<file path="config.mk">
export PLATFORM = sky130hd
export DESIGN_NAME = kpd_scan_top
export DESIGN_NICKNAME = d
export VERILOG_FILES = /design/src/rtl/kpd_pkg.sv /design/src/rtl/kpd_sync.sv /design/src/rtl/kpd_tmr.sv /design/src/rtl/kpd_col_pick.sv /design/src/rtl/kpd_ctl.sv /design/src/rtl/kpd_scan_top.sv
export SDC_FILE = /design/constraint.sdc
export NUM_CORES = 1
export LEC_CHECK = 0
export ABC_CLOCK_PERIOD_IN_PS = 2100
export BUFFER_PORTS_ARGS = -buffer_cell sky130_fd_sc_hd__buf_4
export CAP_MARGIN = 20
export CORE_ASPECT_RATIO = 1.25
export CORE_UTILIZATION = 25
export DETAILED_ROUTE_END_ITERATION = 10
export GPL_ROUTABILITY_DRIVEN = 0
export PLACE_DENSITY = 0.46
export SYNTH_ARGS = -nofsm -noshare
export SYNTH_HDL_FRONTEND = slang
export SYNTH_SLANG_ARGS = --single-unit
</file>
<file path="constraint.sdc">
create_clock -name clk -period 2.1 [get_ports clk]
set_input_delay 0.21 -clock clk [delete_from_list [all_inputs] [get_ports clk]]
set_output_delay 0.21 -clock clk [all_outputs]
set_load 0.005 [all_outputs]
</file>
<file path="src/rtl/kpd_pkg.sv">
package kpd_pkg;
  localparam int unsigned LINES = 4;
  localparam int unsigned SEL_W = $clog2(LINES);

  typedef enum logic [1:0] {
    ST_REL  = 2'd0,
    ST_IDLE = 2'd1,
    ST_DEB  = 2'd2,
    ST_SCAN = 2'd3
  } kpd_state_e;

  // one-cold pattern: position 0 has its zero in the top bit
  function automatic logic [LINES-1:0] onecold(input logic [SEL_W-1:0] sel);
    logic [LINES-1:0] p;
    p = '1;
    p[LINES-1-sel] = 1'b0;
    return p;
  endfunction
endpackage

</file>
<file path="src/rtl/kpd_sync.sv">
module kpd_sync #(
  parameter int unsigned WIDTH  = 4,
  parameter int unsigned STAGES = 2
) (
  input  logic             clk,
  input  logic             rst_n,
  input  logic [WIDTH-1:0] d_i,
  output logic [WIDTH-1:0] q_o
);
  logic [WIDTH-1:0] stg_q [STAGES];

  genvar s;
  generate
    for (s = 0; s < STAGES; s++) begin : g_stg
      always_ff @(posedge clk or negedge rst_n) begin
        if (!rst_n) begin
          stg_q[s] <= '1;
        end else begin
          if (s == 0) stg_q[s] <= d_i;
          else        stg_q[s] <= stg_q[(s == 0) ? 0 : s-1];
        end
      end
    end
  endgenerate

  assign q_o = stg_q[STAGES-1];
endmodule

</file>
<file path="src/rtl/kpd_tmr.sv">
module kpd_tmr #(
  parameter int unsigned CW = 8
) (
  input  logic          clk,
  input  logic          rst_n,
  input  logic          load_i,
  input  logic [CW-1:0] load_val_i,
  input  logic [CW-1:0] rst_val_i,
  output logic          done_o
);
  logic [CW-1:0] cnt_q;

  always_ff @(posedge clk or negedge rst_n) begin
    if (!rst_n) begin
      cnt_q <= rst_val_i;
    end else if (load_i) begin
      cnt_q <= load_val_i;
    end else if (cnt_q != '0) begin
      cnt_q <= cnt_q - 1'b1;
    end
  end

  assign done_o = (cnt_q == '0);
endmodule

</file>
<file path="src/rtl/kpd_col_pick.sv">
module kpd_col_pick
  import kpd_pkg::*;
(
  input  logic [LINES-1:0] col_n_i,
  output logic             hit_o,
  output logic [SEL_W-1:0] col_o
);
  // lowest column number wins; column c sits at bit LINES-1-c
  always_comb begin
    hit_o = 1'b0;
    col_o = '0;
    for (int c = LINES-1; c >= 0; c--) begin
      if (!col_n_i[LINES-1-c]) begin
        hit_o = 1'b1;
        col_o = SEL_W'(c);
      end
    end
  end
endmodule

</file>
<file path="src/rtl/kpd_ctl.sv">
module kpd_ctl
  import kpd_pkg::*;
#(
  parameter int unsigned DEBOUNCE_CYC = 5000000,
  parameter int unsigned SETTLE_CYC   = 4,
  parameter int unsigned CW           = 23
) (
  input  logic               clk,
  input  logic               rst_n,
  input  logic [LINES-1:0]   col_s_i,
  input  logic               hit_i,
  input  logic [SEL_W-1:0]   col_sel_i,
  input  logic               tmr_done_i,
  output logic               tmr_load_o,
  output logic [CW-1:0]      tmr_val_o,
  output logic [LINES-1:0]   row_n_o,
  output logic               valid_o,
  output logic [2*LINES-1:0] code_o,
  output logic [2*SEL_W-1:0] idx_o
);
  localparam logic [CW-1:0] DEB_LD = CW'(DEBOUNCE_CYC - 1);
  localparam logic [CW-1:0] SET_LD = CW'(SETTLE_CYC - 1);

  kpd_state_e           st_q, st_d;
  logic [SEL_W-1:0]     row_q, row_d;
  logic                 valid_d;
  logic                 all_high;

  assign all_high = (col_s_i == '1);

  always_comb begin
    st_d       = st_q;
    row_d      = row_q;
    valid_d    = 1'b0;
    tmr_load_o = 1'b0;
    tmr_val_o  = SET_LD;
    unique case (st_q)
      ST_REL: begin
        if (tmr_done_i && all_high) st_d = ST_IDLE;
      end
      ST_IDLE: begin
        if (!all_high) begin
          st_d       = ST_DEB;
          tmr_load_o = 1'b1;
          tmr_val_o  = DEB_LD;
        end
      end
      ST_DEB: begin
        if (tmr_done_i) begin
          if (all_high) begin
            st_d = ST_IDLE;
          end else begin
            st_d       = ST_SCAN;
            row_d      = '0;
            tmr_load_o = 1'b1;
          end
        end
      end
      ST_SCAN: begin
        if (tmr_done_i) begin
          tmr_load_o = 1'b1;
          if (hit_i) begin
            valid_d = 1'b1;
            st_d    = ST_REL;
          end else if (row_q == SEL_W'(LINES-1)) begin
            st_d = ST_REL;
          end else begin
            row_d = row_q + 1'b1;
          end
        end
      end
      default: st_d = ST_REL;
    endcase
  end

  always_ff @(posedge clk or negedge rst_n) begin
    if (!rst_n) begin
      st_q    <= ST_REL;
      row_q   <= '0;
      valid_o <= 1'b0;
      code_o  <= '0;
      idx_o   <= '0;
    end else begin
      st_q    <= st_d;
      row_q   <= row_d;
      valid_o <= valid_d;
      if (valid_d) begin
        code_o <= {onecold(row_q), onecold(col_sel_i)};
        idx_o  <= {row_q, col_sel_i};
      end
    end
  end

  assign row_n_o = (st_q == ST_SCAN) ? onecold(row_q) : '0;
endmodule

</file>
<file path="src/rtl/kpd_scan_top.sv">
module kpd_scan_top
  import kpd_pkg::*;
#(
  parameter int unsigned DEBOUNCE_CYC = 5000000,
  parameter int unsigned SETTLE_CYC   = 4,
  parameter int unsigned SYNC_STAGES  = 2
) (
  input  logic       clk,
  input  logic       rst_n,
  output logic [3:0] row_n_o,
  input  logic [3:0] col_n_i,
  output logic       key_valid_o,
  output logic [7:0] key_code_o,
  output logic [3:0] key_idx_o
);
  localparam int unsigned MAX_LD = (DEBOUNCE_CYC > SETTLE_CYC) ? DEBOUNCE_CYC : SETTLE_CYC;
  localparam int unsigned CW     = $clog2(MAX_LD + 1);

  logic [LINES-1:0] col_s;
  logic             hit;
  logic [SEL_W-1:0] col_sel;
  logic             tmr_done, tmr_load;
  logic [CW-1:0]    tmr_val;

  initial begin
    if (SETTLE_CYC < SYNC_STAGES + 1) $error("SETTLE_CYC too small for synchronizer depth");
    if (DEBOUNCE_CYC < 1) $error("DEBOUNCE_CYC must be nonzero");
  end

  kpd_sync #(.WIDTH(LINES), .STAGES(SYNC_STAGES)) u_sync (
    .clk   (clk),
    .rst_n (rst_n),
    .d_i   (col_n_i),
    .q_o   (col_s)
  );

  kpd_col_pick u_pick (
    .col_n_i (col_s),
    .hit_o   (hit),
    .col_o   (col_sel)
  );

  kpd_tmr #(.CW(CW)) u_tmr (
    .clk        (clk),
    .rst_n      (rst_n),
    .load_i     (tmr_load),
    .load_val_i (tmr_val),
    .rst_val_i  (CW'(SETTLE_CYC - 1)),
    .done_o     (tmr_done)
  );

  kpd_ctl #(.DEBOUNCE_CYC(DEBOUNCE_CYC), .SETTLE_CYC(SETTLE_CYC), .CW(CW)) u_ctl (
    .clk        (clk),
    .rst_n      (rst_n),
    .col_s_i    (col_s),
    .hit_i      (hit),
    .col_sel_i  (col_sel),
    .tmr_done_i (tmr_done),
    .tmr_load_o (tmr_load),
    .tmr_val_o  (tmr_val),
    .row_n_o    (row_n_o),
    .valid_o    (key_valid_o),
    .code_o     (key_code_o),
    .idx_o      (key_idx_o)
  );
endmodule

</file>
==> metrics list, run 1 <==
* Run status: finished, final reports clean
* Antenna diode instance count: 0
- The die is 109.7 um tall.
- The number of cells on the worst reg-to-reg path is 7.
- Data arrival, critical path: 2.24 ns
* Longest Clk Path Bufs: 2
- Biggest fanout along the worst timing path: 4
- For this run, the slowest stage of the critical path takes 0.50 ns.
* Sequence of cells on the critical path: inv_4 > ha_4 > or4b_4 > or4_4 > nor4_4 > xnor2_1 > o21ai_1
- The most used flip-flop cell after synthesis is dfrtp_1.
- The final-report max-slew violation count came to 0.
- Delay-heaviest family, CP: simple AND/OR/NAND/NOR gates
- Total power draw: 2948 uW
* TritonCTS clock tree: done
* Floorplan Core Area: 8843 um2
* Syn_area_per_cell: 9.919 um2
- Yosys mapped the design onto 41 distinct sky130hd cell types.
- Clock network latency to the later pin of the worst-skew pair: 0.30 ns
- Initial antenna violation count: 0
- Fraction of the core area covered by cells at the end of the flow: 0.3449
- The first routing iteration left 83 violations.
* Min Tclk post-route: 2.056 ns
* Critical-path top delay cell: or4b_4
* Number of buffer cells added on primary ports: 22
- The die is 88.18 um wide.
- Share of post-route cells with drive strength above 1: 0.3053
- Post-route setup TNS: 0 ns
* Synth Warn #: 0
- For this run, design rule violations remaining after detail routing come to 0.
- Setup repair after global routing could not meet its margin everywhere.
- STA classifies the critical path endpoint as a flop.
- Setup violations remaining at the end of the flow were counted as 0.
- Static timing analysis puts the maximum clock frequency at 486.4 MHz.
- Post-DP Area: 2770 um2
- Entering global routing, the biggest net connects 49 pins.
- Count of flip-flops with a built-in enable after synthesis: 0
* Cell count of the worst hold path: 1
- Full die area: 9676 um2
- Relative slew slack: 0.5857
* Overall Global Routing Usage: 0.1215
- Type of the most critical hold path: primary input to flop
* NumNets Final: 296
* Stages on worst setup path: 7
- Overflow left after global routing: 0
* Static leakage: 0.001286 uW
- Setup CP Type: flop to flop
- Post-Synthesis Cells: 234
* WL/cell: 13.29 um
- Proportion of register bits with asynchronous set or reset after synthesis: 1.000
* Count of maximum capacitance violations: 0
- Dividing the final minimum period by the clock period gives 0.9790.
* Area growth from synthesis to final layout: 31.43%
- At the pin with the least slew margin, the transition time is 0.6214 ns.
* Detailed-placement wirelength estimate: 3710 um
- The floorplan has 38 rows.
- Clock sink count: 48
* Nature of the critical path startpoint: flop
- Register bit total from synthesis: 48
- The final layout contains routed wiring with a total length of 5382 um.
* Met2 wire len: 2680 um
* Ratio of routed vias to standard cells: 4.640
- Maximum level of the CTS H-tree: 2
- Number of global-route vias before repair: 1817
* Filler Cells Inserted: 924
* Worst vdd rail ir drop: 0.3625 mV
- At the worst endpoint, the required time is 2.28 ns.
- Routed via count: 1879
- Number of failing hold endpoints at the final stage: 0
- Length of routed met3 wiring: 146 um
- Once detail routing completed, the nets flagged for antenna violations numbered 0.
* Number of nets in the synthesized netlist: 246
* TritonCTS Buffers: 5
- Routed signal wires occupy layers up through met4.
- The tree is rooted in a clkbuf_8.
- During I/O placement, the number of pins put on the boundary was 23.
- Counting both buffers and inverters, the worst setup path holds a total of 1.
* Clock input transition at the sequential cells of the worst setup and hold paths: 0.09 ns
- Pwr dens: 966.3 nW/um2
* M1 wire length: 2457 um
- For this configuration, the core starts out at a cell density of 0.2625.
* Post-route standard cell area excluding fillers: 3050 um2
- Cell area after synthesis: 2321 um2
* Post-Route Skew: 0.01052 ns
- The first global-routing pass estimated 9004 um of wire.
* DR pass1 iterations: 4
- Sequential share of the synthesized area: 0.5229
==> sequential cells by signal, summed over array words and instances, names as in the netlist <==
signal and flops:
u_ctl.valid_o 1, u_sync.q_o 4, u_tmr.cnt_q 23, u_ctl.code_o 8, u_ctl.idx_o 4, u_ctl.st_q 2, u_sync.stg_q 4, u_ctl.row_q 2
==> metrics by stage <==
step	cells	setup slack [ns]	hold WS, ns
CTS	399	-0.006827	0.002073
finish	405	0.04406	0.01474
global route	405	-0.1016	0.003947
floorplan	234	0.03601	-0.08559
detailed placement	388	-0.007833	0.2752
global placement	388	0.01435	0.2777
==> layout by cell type, fill, tap and decap left out, types with 3 or more instances in the layout <==
master,count
a21oi_1,15
buf_4,47
clkbuf_8,5
dfrtp_1,38
dfstp_2,10
dlygate4sd3_1,4
ha_1,5
inv_1,6
nand2_1,17
nand4_1,5
nor2_1,23
nor3_1,6
nor4_1,3
o21ai_0,28
o21ai_1,3
o2bb2ai_1,3
o31ai_1,3
or3_1,6
xnor2_1,9
xor2_1,4
==> power breakdown <==
group / internal, uW / leakage, uW / total, uW / switching [uW]
logic: 416 / 0.000618 / 803 / 387
clock network: 476 / 0.0000654 / 799 / 323
registers: 1120 / 0.000603 / 1350 / 223
==> metal layers <==
layer,GRT usage,vias up
met1,0.1457,907
met3,0.02252,8
met2,0.2159,28
met4,0.04032,0
met5,0,-
li1,-,936
==> timing repair <==
| action | 4_1_cts | 5_1_grt |
|---|---|---|
| gates resized for setup | 1 | 17 |
| setup buffers | 0 | 5 |
| pin swaps | 0 | 5 |
| hold endpoints to repair | 40 | 1 |
| setup endpoints to repair | 2 | 21 |
| hold buffers | 3 | 1 |
==> synthesized netlist by cell type, drive strengths merged, types with 6 or more instances <==
cell | count | area [um2]
ha | 6 | 75.07
nor3 | 7 | 40.04
or3 | 7 | 43.79
nor2 | 23 | 86.33
xnor2 | 9 | 78.83
dfrtp | 38 | 950.9
clkbuf | 7 | 26.28
nor4 | 6 | 65.06
a21oi | 17 | 85.08
inv | 8 | 30.03
dfstp | 10 | 262.8
o21ai | 31 | 155.1
nand2 | 17 | 63.81
==> area by class of cell <==
cell class,count,area [um2],share of cell area
timing repair buffer,53,415.4,0.1362
tap,120,150.1,0.04922
clock inverter,2,60.06,0.01969
inverter,8,32.53,0.01066
sequential,48,1214,0.3979
clock buffer,6,72.57,0.02379
multi-input combinational,168,1106,0.3626
==> cell families (layout without fill, tap and decap cells) <==
logic type | Yosys count | after routing | share of synthesized area
mux | 1 | 1 | 0.004313
simple gates | 86 | 86 | 0.2092
compound gates | 62 | 62 | 0.1515
buf+inv | 18 | 69 | 0.03073
fa+ha+maj | 6 | 6 | 0.03234
flops | 48 | 48 | 0.5229
xor+xnor | 13 | 13 | 0.04906
==> path summary, 6_finish.rpt <==
path / start / to / slack [ns]
hold / removal: col_n_i[1] / u_sync.stg_q[5] / 0.01
hold reg to reg: u_sync.stg_q[6] / u_sync.q_o[2] / 0.36
setup / recovery: u_tmr.cnt_q[0] / u_tmr.cnt_q[22] / 0.04
min in group asynchronous: rst_n / u_ctl.idx_o[2] / 0.46
max in group asynchronous: rst_n / u_tmr.cnt_q[12] / 1.22
setup reg to reg: u_tmr.cnt_q[0] / u_tmr.cnt_q[22] / 0.04
(Power assumes the default switching activity.)
==> run 2, diff against run 1 <==
Settings changed: ABC_AREA set to 1, PLACE_DENSITY 0.46 to 0.45.
==> metrics list, run 2 <==
- WL/cell: 12.93 um (-2.7%)
* Clock sink count: 48 (unchanged)
- Actual transition at the worst max-transition pin: 0.6248 ns (+0.003366 ns)
* Design internal power: 1793 uW (-11%)
- Primary flip-flop cell chosen by synthesis mapping: dfrtp_1
- Setup CP Type: flop to flop
- Synth Warn #: 0 (unchanged)
- The number of global-route vias before repair is 2113 (+16%).
- The sequential area share after synthesis came to 0.4648 (-0.05813).
* Clock input transition at the sequential cells of the worst setup and hold paths: 0.07 ns (-0.02 ns)
- The antenna diode count is 0 (unchanged).
- Most common library cells after synthesis: 68 x nand2_1, 46 x nor2_1, 38 x dfrtp_1, 30 x inv_1, 16 x nand3_1
- The switching part of the total power was 0.2974 (-0.01900).
* Proportion of register bits with asynchronous set or reset after synthesis: 1.000 (unchanged)
* Die width: 93.41 um (+5.9%)
- In this run the worst hold path is classified as primary input to flop.
* Number of nets in the synthesized netlist: 317 (+29%)
- By area the synthesized netlist is led by dfrtp_1 36%, dfstp_2 10%, nand2_1 9.8%, nor2_1 6.6%, xor2_1 4.4%.
- DR pass1 iterations: 4 (unchanged)
- The portion of synthesized cell area occupied by the leading cell type was 0.3642 (-0.04554).
* Setup repair after global routing missed its margin: false
* Longest Clk Path Bufs: 2 (unchanged)
* Floorplan Core Area: 10110 um2 (+14%)
* Data arrival, critical path: 2.09 ns (-0.15 ns)
- nand2_1 is the most common cell in the netlist.
- Initial antenna violation count: 0 (unchanged)
- Number of failing hold endpoints at the final stage: 0 (unchanged)
- The post-route antenna net violation count came to 0 (unchanged).
- The final-layout setup total negative slack was 0 ns (unchanged).
- Total I/O pin count: 23 (unchanged)
* Relative slew slack: 0.5835 (-0.002245)
- The flip-flop count of the largest register, all copies and words added is 23 (unchanged).
* Ratio of routed vias to standard cells: 4.411 (-4.9%)
- Combinational Power Share: 0.205 (-0.068)
* Cell count of the worst hold path: 1 (unchanged)
- The effective utilization at floorplan was 0.2584 (-0.004062).
- The share of final-layout standard cells stronger than drive strength 1 came to 0.2262 (-0.07907).
- NumNets Final: 347 (+17%)
* Share of power burned in registers: 0.423 (-0.033)
* Final wirelength: 6011 um (+12%)
* Die span in y: 116.3 um (+6.0%)
- The post-CTS setup repair buffer count came to 0 (unchanged).
* TritonCTS Buffers: 5 (unchanged)
* Overall Global Routing Usage: 0.1214 (about the same)
- The area of the die came to 10860 um2 (+12%).
- Area growth from synthesis to final layout: 20.32%
- Highest achievable clock rate: 515.5 MHz (+6.0%)
- The number of synthesized flops with an enable pin came to 0 (unchanged).
* Pwr dens: 812.2 nW/um2 (-16%)
* Run status: finished, final reports clean
- Element type at the critical path end: flop
- Register bit total from synthesis: 48 (unchanged)
* Post-Route Skew: 0.005013 ns (-0.005507 ns)
* First-pass GRT wire length: 10180 um (+13%)
* Maximum number of pins on one net before global-route repair: 49 (unchanged)
- The leakage component of the power is 0.001475 uW (+15%).
- Fraction of the core area covered by cells at the end of the flow: 0.3109 (-0.03405)
* Num rows: 41 (+7.9%)
- Biggest regs: u_tmr.cnt_q x23, u_ctl.code_o x8
- The average cell area after synthesis was 8.561 um2 (-14%).
- The top fanout value on the critical path was 6 (+2).
- Worst vdd rail ir drop: 0.4027 mV (+11%)
* DRC viols: 0 (unchanged)
- The final-report max-slew violation count is 0 (unchanged).
- Post-Synthesis Cells: 305 (+30%)
- Routed via count: 2051 (+9.2%)
* Number of library cell types mapped by synthesis: 35 (-15%)
- Portion of total power attributed to the clock network: 0.373 (+0.102)
- The count of max-cap constraint violations came to 0 (unchanged).
- CTS root buffer: clkbuf_16
- The initial detailed-routing violation count was 73 (-12%).
* Number of buffer cells added on primary ports: 22 (unchanged)
- Maximum level of the CTS H-tree: 2 (unchanged)
- Clock network latency to the later pin of the worst-skew pair: 0.29 ns (about the same)
- The clock period minus final worst setup slack is 1.940 ns (-0.1159 ns).
* Cell area after synthesis: 2611 um2 (+13%)
- Smallest hold slack: 0.02717 ns (+0.01243 ns)
* Largest Register: u_tmr.cnt_q
- Leaving out fill and tap cells, the most frequent cell in the layout is nand2_1.
- Post-synth top area cell: dfrtp_1
- The required time of the worst setup path was 2.25 ns (-0.03 ns).
- The portion of the clock cycle consumed by the worst path in the final layout is 0.9238 (-0.05520).
* Most frequent cells in the layout: 68 x nand2_1, 45 x nor2_1, 38 x dfrtp_1
* Detailed-placement wirelength estimate: 4571 um (+23%)
* Overflow left after global routing: 0 (unchanged)
- The power dissipated by switching net loads came to 759.0 uW (-19%).
* Nature of the critical path startpoint: flop
- Reg2reg path depth: 8 (+1)
- The final setup violation count came to 0 (unchanged).
- TritonCTS built the clock tree.
==> run 2: cell count changes after synthesis, sizes merged, moves of 5 or more <==
cell / change
o32ai: +8
clkbuf: -5
a21oi: -11
nand3: +16
o21ai: -20
inv: +23
nor2: +33
nand2: +56
xor2: +9
nor4: -6
nand4: +5
xnor2: -6
or3: -7
==> run 2: per-stage QoR <==
stage                     setup slack (ns)  cell area (um2)  cells  power [uW]
after detailed placement           0.06837             2947    456        1619
after global routing               0.01427             3142    465        2698
after CTS                          0.07250             3134    465        2591
final                               0.1600             3142    465        2552
after floorplan                     0.4998             2611    305        1451
after global placement             0.07961             2947    456        1617
==> run 2: repair_timing <==
item,4_1_cts,5_1_grt
setup endpoints to repair,0,5
hold buffers,1,0
hold endpoints to repair,38,0
resized for setup,0,2
==> run 2: worst max-delay path: stages, from the launching register on <==
cell and delay (ns):
dfstp_2 0.37, inv_1 0.11, ha_1 0.21, nand2_1 0.08
nor2_1 0.17, nand2_1 0.14, nor3b_2 0.40, buf_4 0.23
o32ai_1 0.10
==> run 2: area by class of cell <==
| cell class | count | area (um2) |
|---|---|---|
| fillers | 1084 | 6964 |
| multi-input cells | 221 | 1260 |
| flip-flops and latches | 48 | 1214 |
| repair buffers | 28 | 212.7 |
| well taps | 129 | 161.4 |
| clock buffers | 6 | 138.9 |
| inverters | 31 | 116.4 |
| clock inverters | 2 | 38.79 |
==> run 2: power groups by stage <==
stage	Clock (uW)	Combinational, uW	Sequential (uW)
2_1_floorplan	0	361	1090
3_3_place_gp	0	521	1100
3_5_place_dp	0	523	1100
4_1_cts	985	527	1080
5_1_grt	1020	593	1090
6_report	951	523	1080
==> run 2: worst paths after layout <==
kind                                 start               to  slack (ns)
min in group asynchronous            rst_n  u_ctl.code_o[6]        0.48
min                             col_n_i[3]  u_sync.stg_q[7]        0.03
max reg2reg                 u_tmr.cnt_q[0]  u_tmr.cnt_q[19]        0.16
max                         u_tmr.cnt_q[0]  u_tmr.cnt_q[19]        0.16
max in group asynchronous            rst_n  u_tmr.cnt_q[19]        1.19
min reg2reg                u_sync.stg_q[6]    u_sync.q_o[2]        0.36
==> run 2: cells by family (layout without fill, tap and decap cells) <==
logic type | after synthesis | count (layout) | share of synthesized area
and+or+nand+nor | 170 | 170 | 0.3167
buffers and inverters | 36 | 67 | 0.05558
xor gates and xnor gates | 16 | 16 | 0.05367
AOI/OAI and AO/OA | 29 | 29 | 0.08051
DFF | 48 | 48 | 0.4648
adders and majority gates | 6 | 6 | 0.02875
==> run 2: per-layer routing <==
metal / GRT usage / routed length (um)
met1: 0.1362 / 2544
met2: 0.2201 / 3109
met3: 0.02148 / 174
met4: 0.06154 / 182
met5: 0 / 0
==> run 3, diff against run 2 <==
Settings changed: ABC_CLOCK_PERIOD_IN_PS 2100 to 1900, PLACE_DENSITY 0.45 to 0.44.
Clock period 2.1 ns to 1.9 ns, I/O delays scaled along.
==> metrics list, run 3 (synthesized netlist as in run 2, its figures left out) <==
- The final-layout setup total negative slack is 0 ns (unchanged).
- The number of top-level pins was 23 (unchanged).
- Overall Global Routing Usage: 0.1206 (-0.0007570)
- WL/cell: 12.84 um (-0.69%)
- The top fanout value on the critical path is 7 (+1).
* Num rows: 41 (unchanged)
- Setup CP Type: flop to flop
- DR pass1 iterations: 4 (unchanged)
- The cell internal power dissipation was 1896 uW (+5.8%).
- The power dissipated by switching net loads is 860.9 uW (+13%).
* Busiest layer in global routing: met2
- First-pass GRT wire length: 10180 um (about the same)
* Antenna diode instance count: 0 (unchanged)
* Global routing usage on met1: 0.1408 (+0.004621)
* Nature of the critical path startpoint: flop
* Pwr dens: 855.1 nW/um2 (+5.3%)
* Largest Register: u_tmr.cnt_q
- Data arrival, critical path: 1.93 ns (-0.16 ns)
- In the layout the commonest cells are 68 x nand2_1, 45 x nor2_1, 38 x dfrtp_1.
- The worst setup path is captured at a flop.
- Full die area: 10860 um2 (unchanged)
- The count of max-cap constraint violations is 0 (unchanged).
- Type of the most critical hold path: flop to flop
- The total number of H-tree levels came to 2 (unchanged).
- The switching part of the total power came to 0.3123 (+0.01482).
- Biggest regs: u_tmr.cnt_q x23, u_ctl.code_o x8
- Area growth from synthesis to final layout: 23.48%
- Routed via count: 2095 (+2.1%)
* Met2 track demand over resource in global routing: 0.2127 (-0.007353)
- Die span in y: 116.3 um (unchanged)
* Detailed Route Iter0 Violations: 73 (unchanged)
- Number of buffer cells added on primary ports: 22 (unchanged)
- The clock insertion delay at the later pin of the skew report came to 0.29 ns (about the same).
- ANT nets after route: 0 (unchanged)
* Post-place setup slack: 0.09671 ns (+0.02834 ns)
- The final net count came to 357 (+2.9%).
* Most common cell after layout, fill and taps aside: nand2_1
- The fraction of met3 tracks used by global routing was 0.02214 (+0.0006510).
* Share of the cycle needed by the critical path after routing: 0.9278 (+0.003980)
- Largest register FFs: 23 (unchanged)
- Setup-failing EPs final: 0 (unchanged)
* Run status: finished, final reports clean
- Setup repair after global routing missed its margin: true
- The highest ir drop seen on vdd was 0.3602 mV (-11%).
- Post-Route Skew: 0.006237 ns (+0.001225 ns)
- DRC viols: 0 (unchanged)
- The highest attainable clock frequency was 567.3 MHz (+10%).
- The share of total power in the clock network was 0.330 (-0.043).
- Filler Cells Inserted: 1052 (-3.0%)
- Min setup slack post-route: 0.1372 ns (-0.02280 ns)
- The clock tree buffer depth came to 2 (unchanged).
* Overflow left after global routing: 0 (unchanged)
- Detailed-placement wirelength estimate: 4576 um (+0.11%)
* Number of global-route vias before repair: 2079 (-1.6%)
- The worst-case headroom to the max-slew limit was 0.5767 (-0.006749).
- The number of endpoints with negative hold slack in the final report is 0 (unchanged).
- Clock sink count: 48 (unchanged)
- The portion of total power attributed to combinational logic came to 0.236 (+0.031).
* Required time reported for the critical path endpoint: 2.07 ns (-0.18 ns)
* Floorplan Core Area: 10110 um2 (unchanged)
- The initial antenna violation count is 0 (unchanged).
- Maximum number of pins on one net before global-route repair: 49 (unchanged)
- The area of the multi-input gates was 1269 um2 (+0.70%).
- Min Tclk post-route: 1.763 ns (-0.1772 ns)
- TritonCTS Buffers: 5 (unchanged)
* Reg2reg path depth: 8 (unchanged)
- TritonCTS clock tree: done
- The leakage component of the power came to 0.001508 uW (+2.3%).
- Clock tree synthesis selected as its root buffer the cell clkbuf_16.
- Final wirelength: 6098 um (+1.4%)
- Ratio of routed vias to standard cells: 4.411 (about the same)
- Share of power burned in registers: 0.434 (+0.011)
* Cell count of the worst hold path: 0 (-1)
- Share of post-route cells with drive strength above 1: 0.2428 (+0.01658)
- The floorplan die width is 93.41 um (unchanged).
- Actual transition at the worst max-transition pin: 0.6349 ns (+0.01012 ns)
- The effective utilization at floorplan is 0.2584 (unchanged).
- The final-report max-slew violation count was 0 (unchanged).
* Reg area: 1214 um2 (unchanged)
- The clock-pin transition on the worst setup and hold timing paths was 0.07 ns (about the same).
## run 3: worst paths after layout
kind,slack [ns],end,from
worst max-delay path,0.14,u_tmr.cnt_q[18],u_tmr.cnt_q[0]
worst min register to register,0.36,u_sync.q_o[0],u_sync.stg_q[4]
min in group asynchronous,0.47,u_ctl.code_o[1],rst_n
worst min-delay path,0.36,u_sync.q_o[0],u_sync.stg_q[4]
worst max register to register,0.14,u_tmr.cnt_q[18],u_tmr.cnt_q[0]
max in group asynchronous,1.01,u_tmr.cnt_q[12],rst_n
## run 3: metal layers
layer	share of wire	up-vias
li1	-	1067
met1	0.44	985
met4	0.023	0
met2	0.51	33
met3	0.027	10
met5	0	-
## run 3: final cells by class
cell class | count | share of cell area
sequential | 48 | 0.3764
tap | 129 | 0.05006
multi-input combinational | 221 | 0.3935
timing repair buffer | 38 | 0.09624
clock buffer | 6 | 0.04307
inverter | 31 | 0.03609
clock inverter | 2 | 0.004657
## run 3: repair_timing
item                                    4_1_cts  5_1_grt
endpoints found under the setup margin        0       25
endpoints found under the hold margin        40        2
hold buffers                                  3        2
resized for setup                             0        5
buffers inserted                              0        1
## run 3: through the flow
step	area [um2]	instances	util	hold WS, ns	total power (uW)
floorplan	2611	305	-	-0.1056	1604
global placement	2984	461	0.2953	0.2526	1807
detailed placement	2984	461	0.2953	0.2589	1810
CTS	3168	472	0.3135	0.001191	2744
global route	3224	475	0.3191	0.3610	2933
finish	3224	475	0.3191	0.3562	2757
## run 3: power groups by stage
stage	logic (uW)	registers, uW	clock network (uW)
detailed placement	596	1210	0
floorplan	399	1200	0
finish	651	1200	910
CTS	602	1200	944
global placement	593	1210	0
global route	736	1210	989
## run 3: worst max-delay path: stages, from the launching register on
cell and delay, ns:
dfstp_2 0.37, inv_1 0.12, ha_1 0.19, nand2_1 0.07, nor2_1 0.12, nand2_1 0.11, nor3b_2 0.35, buf_4 0.22
o32ai_1 0.09
